===== config.mk =====
export PLATFORM = sky130hd
export DESIGN_NAME = mberger_encoder
export DESIGN_NICKNAME = d
export VERILOG_FILES = /design/src/rtl/mbcode_pkg.sv /design/src/rtl/mbc_zero_count.sv /design/src/rtl/mbc_mod_reduce.sv /design/src/rtl/mbc_ck2_gen.sv /design/src/rtl/mberger_encoder.sv
export SDC_FILE = /design/constraint.sdc
export NUM_CORES = 1
export LEC_CHECK = 0
export ABC_CLOCK_PERIOD_IN_PS = 4710
export BUFFER_PORTS_ARGS = -buffer_cell sky130_fd_sc_hd__buf_2
export CAP_MARGIN = 10
export CORE_MARGIN = 5
export CORE_UTILIZATION = 51
export CTS_CLUSTER_DIAMETER = 80
export DETAILED_ROUTE_END_ITERATION = 10
export HOLD_SLACK_MARGIN = 0.05
export PLACE_DENSITY = 0.87
export SKIP_LAST_GASP = 1
export SLEW_MARGIN = 25
export SYNTH_ARGS = -nofsm -noshare
export SYNTH_HDL_FRONTEND = slang
export SYNTH_HIERARCHICAL = 1
export SYNTH_SLANG_ARGS = --single-unit

===== constraint.sdc =====
create_clock -name clk -period 4.71 [get_ports clk]
set_input_delay 0 -clock clk [delete_from_list [all_inputs] [get_ports clk]]
set_output_delay 0 -clock clk [all_outputs]
set_load 0.02 [all_outputs]

===== src/rtl/mbcode_pkg.sv =====
package mbcode_pkg;

    localparam int DEF_DATA_W     = 32;
    localparam int DEF_MAX_WEIGHT = 7;

    typedef enum logic [0:0] {
        RED_SLICE  = 1'b0,
        RED_DIVIDE = 1'b1
    } red_kind_e;

    function automatic int ck1_width(input int max_weight);
        return $clog2(max_weight + 1);
    endfunction

    function automatic int ck2_width(input int w1);
        return $clog2(w1 + 1);
    endfunction

    function automatic int count_width(input int n);
        return $clog2(n + 1);
    endfunction

    function automatic red_kind_e pick_reduction(input int max_weight);
        int modv;
        modv = max_weight + 1;
        return ((modv & (modv - 1)) == 0) ? RED_SLICE : RED_DIVIDE;
    endfunction

endpackage


===== src/rtl/mbc_zero_count.sv =====
module mbc_zero_count #(
    parameter int DATA_W = 32,
    parameter int CNT_W  = 6
) (
    input  logic [DATA_W-1:0] data_in,
    output logic [CNT_W-1:0]  zeros
);
    localparam int LEAVES = 1 << $clog2(DATA_W);

    logic [CNT_W-1:0] node [1:2*LEAVES-1];

    for (genvar i = 0; i < LEAVES; i++) begin : g_leaf
        if (i < DATA_W) begin : g_real
            assign node[LEAVES+i] = data_in[i] ? '0 : CNT_W'(1);
        end else begin : g_pad
            assign node[LEAVES+i] = '0;
        end
    end

    for (genvar k = 1; k < LEAVES; k++) begin : g_sum
        assign node[k] = node[2*k] + node[2*k+1];
    end

    assign zeros = node[1];
endmodule


===== src/rtl/mbc_mod_reduce.sv =====
module mbc_mod_reduce
    import mbcode_pkg::*;
#(
    parameter int CNT_W      = 6,
    parameter int MAX_WEIGHT = 7,
    parameter int CK1_W      = 3
) (
    input  logic [CNT_W-1:0] zeros,
    output logic [CK1_W-1:0] ck1
);
    localparam red_kind_e KIND = pick_reduction(MAX_WEIGHT);

    if (KIND == RED_SLICE) begin : g_slice
        assign ck1 = CK1_W'(zeros & CNT_W'(MAX_WEIGHT));
    end else begin : g_divide
        assign ck1 = CK1_W'(zeros % CNT_W'(MAX_WEIGHT + 1));
    end
endmodule


===== src/rtl/mbc_ck2_gen.sv =====
module mbc_ck2_gen #(
    parameter int CK1_W = 3,
    parameter int CK2_W = 2
) (
    input  logic [CK1_W-1:0] ck1,
    output logic [CK2_W-1:0] ck2
);
    always_comb begin
        ck2 = '0;
        for (int i = 0; i < CK1_W; i++) begin
            ck2 = ck2 + (ck1[i] ? '0 : CK2_W'(1));
        end
    end
endmodule


===== src/rtl/mberger_encoder.sv =====
module mberger_encoder
    import mbcode_pkg::*;
#(
    parameter int DATA_W     = DEF_DATA_W,
    parameter int MAX_WEIGHT = DEF_MAX_WEIGHT,
    parameter bit REG_OUT    = 1'b1,
    localparam int CNT_W  = count_width(DATA_W),
    localparam int CK1_W  = ck1_width(MAX_WEIGHT),
    localparam int CK2_W  = ck2_width(CK1_W),
    localparam int CODE_W = DATA_W + CK1_W + CK2_W
) (
    input  logic              clk,
    input  logic              rst,
    input  logic [DATA_W-1:0] data_in,
    output logic [CK1_W-1:0]  ck1_out,
    output logic [CK2_W-1:0]  ck2_out,
    output logic [CODE_W-1:0] code_out
);
    logic [CNT_W-1:0] zero_cnt;
    logic [CK1_W-1:0] ck1_c;
    logic [CK2_W-1:0] ck2_c;
    logic [CODE_W-1:0] code_c;

    mbc_zero_count #(.DATA_W(DATA_W), .CNT_W(CNT_W)) u_zero_count (
        .data_in (data_in),
        .zeros   (zero_cnt)
    );

    mbc_mod_reduce #(.CNT_W(CNT_W), .MAX_WEIGHT(MAX_WEIGHT), .CK1_W(CK1_W)) u_mod_reduce (
        .zeros (zero_cnt),
        .ck1   (ck1_c)
    );

    mbc_ck2_gen #(.CK1_W(CK1_W), .CK2_W(CK2_W)) u_ck2_gen (
        .ck1 (ck1_c),
        .ck2 (ck2_c)
    );

    assign code_c = {data_in, ck1_c, ck2_c};

    if (REG_OUT) begin : g_reg
        always_ff @(posedge clk) begin
            if (rst) begin
                ck1_out  <= '0;
                ck2_out  <= '0;
                code_out <= '0;
            end else begin
                ck1_out  <= ck1_c;
                ck2_out  <= ck2_c;
                code_out <= code_c;
            end
        end
    end else begin : g_comb
        assign ck1_out  = ck1_c;
        assign ck2_out  = ck2_c;
        assign code_out = code_c;
    end
endmodule


; After elaboration in Yosys (flattened, before gate mapping)
; Index checks and enable logic that the tools add are counted.
[totals]
reg_bits = 42
inputBits = 34
out_inout_bits = 42
elab_cells = 71
[op_classes]
add_sub_neg = 33
muxes = 35
[ops]
columns = op, n
row1 = $add A3 B3 Y3, 15
row2 = $mux W1, 35
row3 = $add A1 B1 Y2, 16
row4 = $add A2 B2 Y2, 2

; Logic depth before layout (Yosys ltp)
[logic_depth]
ltp_word = 9
mapped_depth = 18
mapped_depth_nobuf = 17

; Modules after synthesis
; The synthesis kept the hierarchy.
[modules_own_cells]
columns = mod, instances, cells_each, area_per_inst_um2, seq_area_each_um2
row1 = mbc_zero_count, 1, 145, 1214.9, 0.0
row2 = mberger_encoder, 1, 82, 1061.0, 740.7
row3 = mbc_ck2_gen, 1, 3, 27.5, 0.0
row4 = mbc_mod_reduce, 1, 3, 22.5, 0.0

; Worst setup path after synthesis
; Ideal clock, no wire load.
[synth_path]
path_type = input-to-reg
from = input port data_in[30]
to = register ck2_out[0]
setup_ns = 0.116
arrival_time_ns = 4.232
t_required_ns = 4.594
path_slack_ns = 0.362
stages = 15
path_buffers = 1
path_cell_list = inv_1 > ha_1 > inv_1 > fa_1 > inv_1 > fa_1 > fa_1 > fa_1 > fa_1 > ha_1 > fa_1 > buf_4 > fa_1 > inv_1 > and2b_2
[synth_via]
word_cells_on_any_way = 11
cone_classes = add/sub (7) / mux (4)
[synth_lines]
columns = element, line_no
row1 = start: declaration, mberger_encoder.sv:14  ; input logic [DATA_W-1:0] data_in,
row2 = $mux W1, mbc_zero_count.sv:14  ; assign node[LEAVES+i] = data_in[i] ? '0 : CNT_W'(1);
row3 = $add A1 B1 Y2, mbc_zero_count.sv:21  ; assign node[k] = node[2*k] + node[2*k+1];
row4 = $add A3 B3 Y3 (4 in series), mbc_zero_count.sv:21
row5 = via zero_cnt[2], mberger_encoder.sv:19  ; logic [CNT_W-1:0] zero_cnt;
row6 = $mux W1, mbc_ck2_gen.sv:11  ; ck2 = ck2 + (ck1[i] ? '0 : CK2_W'(1));
row7 = $add A2 B2 Y2, mbc_ck2_gen.sv:11
row8 = via ck2_c[0], mberger_encoder.sv:21  ; logic [CK2_W-1:0] ck2_c;
row9 = end signal: assignment, mberger_encoder.sv:49  ; ck2_out <= ck2_c;
row10 = end: declaration, mberger_encoder.sv:16  ; output logic [CK2_W-1:0] ck2_out,
; The timed path passes the listed nets, and every way through them passes these cells.
; A chain may end at the register's enable or synchronous reset.

; Worst setup path in the final report
[layout_path]
from = input port data_in[4]
to = register ck2_out[0]
; Same word-level chain as after synthesis.

==> results.cfg <==
[synthesis]
syn_area_per_cell_sq_um = 10.11
syn_inst = 216
synth_warnings = 6
synth_area_sq_um = 2185
syn_nets = 296

[sta]
setup_violations = 0
finalCritPeriodShare_pct = 98.22
whs_ns = 0.04325
final.setup.tns_ns = 0
hold_viol_final = 0
period_minus_slack_ns = 4.626
max_freq_mhz = 216.2
drv_slew = 0
tightest_slew_ns = 0.6077
relSlewSlack_pct = 59.49

[worst_hold_path]
hold_class = in2reg

[status]
status = finished, final reports clean

[final_layout]
final_area_sq_um = 2962
num_antenna_cells = 0
final_common_cell = inv_1
nNetsFinal = 388
area_growth_pct = 35.57
drive_gt1_share_pct = 33.33
final_cell_mix = inv_1 (68), buf_2 (63), dfxtp_1 (37)

[placement]
port_buffers = 75
place_hpwl_um = 3064
placed_cell_area_sq_um = 2529
place.gp.congestion = 0.7548

[drt]
wirelength_um = 4124
dr.first_iter.drc_count = 19
detail-route-antenna-nets = 0
route.detailed.drc = 0
wl_per_cell_um = 11.49
vias_per_cell = 4.267
firstDrtPassIters = 2
via_count = 1532

[clock_network]
cts_tree = built
clock_path_buffers = 2
cts.sinks = 37
cts_root_buf = clkbuf_8
cts_setup_buffers = 0
cts.clk_slew.worst_paths_ns = 0.07
htree_levels = 2
cts_buffers = 5

[global_route]
grt_remaining_overflow = 0
grt_pass1_wl_um = 6672
grt_max_degree = 38
antenna_found_initial = 0
grt_usage_pct = 15.77
first_global_vias = 1591

[power_and_ir_drop]
p_per_area_nw_per_um2 = 521.2
ir_drop_mv = 0.3587
p_leak_nw = 1.696

[worst_setup_path]
path_class = in2reg
endpoint_kind = register
critPathArrivalTime_ns = 4.80
crit_fanout = 2
crit_required_ns = 4.89
start_kind = input pin

[floorplanning]
die_h_um = 75.45
die_w_um = 75.45
die_area_sq_um = 5693
ios = 76
core_region_area_sq_um = 4086
start_util_pct = 53.46
rows = 23

[flow_run]
max_cap_viol_count = 0
stage by stage:
stage	power, mW	utilization (%)	worst slack, ns	std cells
finish	1.544	72.47	0.08406	359
global route	1.724	72.47	-0.005173	359
CTS	1.540	71.68	0.005747	370
detailed placement	1.312	61.88	0.2096	330
global placement	1.252	61.88	0.3022	330
floorplan	1.265	-	0.3769	216
worst max-delay path, stage by stage:
cell and delay [ns]:
dlygate4sd3_1 0.53, buf_2 0.12, inv_1 0.05, ha_1 0.14, inv_1 0.05, fa_1 0.50
fa_1 0.50, inv_1 0.05, fa_1 0.45, fa_1 0.55, fa_1 0.42, ha_2 0.19
fa_1 0.51, fa_1 0.52, inv_1 0.03, and2b_2 0.17
area by class of cell:
type	count	area, sq um
fill	317	1125
clock buffer	8	80.08
sequential	37	740.7
multi-input combinational	87	1104
inverter	81	304.0
timing repair buffer	96	670.6
tap	50	62.56
per-layer routing:
layer | up-vias | track usage [%] | routed length (um)
li1 | 757 | - | -
met1 | 726 | 16.46 | 1460
met2 | 42 | 30.39 | 2343
met3 | 7 | 3.958 | 237
met4 | 0 | 5.243 | 82
met5 | - | 0 | 0
final timing paths:
path | startpoint | end | depth (start not counted) | slack (ns)
worst max-delay path | data_in[4] | ck2_out[0] | 16 | 0.08
worst min-delay path | data_in[10] | code_out[15] | 2 | 0.04
where the power goes:
group	switching, mW	internal [mW]	leakage [nW]
Combinational	0.491	0.478	1.35
Sequential	0.00903	0.360	0.308
Clock	0.101	0.105	0.0395
state kept, by name, indices dropped and copies added (netlist names):
register  cells
ck2_out       1
ck1_out       2
code_out     34
timing repair:
action,4_1_cts,5_1_grt
endpoints found under the setup margin,0,1
endpoints found under the hold margin,32,1
hold buffers,32,1
resized for setup,0,38
(Power assumes the default switching activity.)
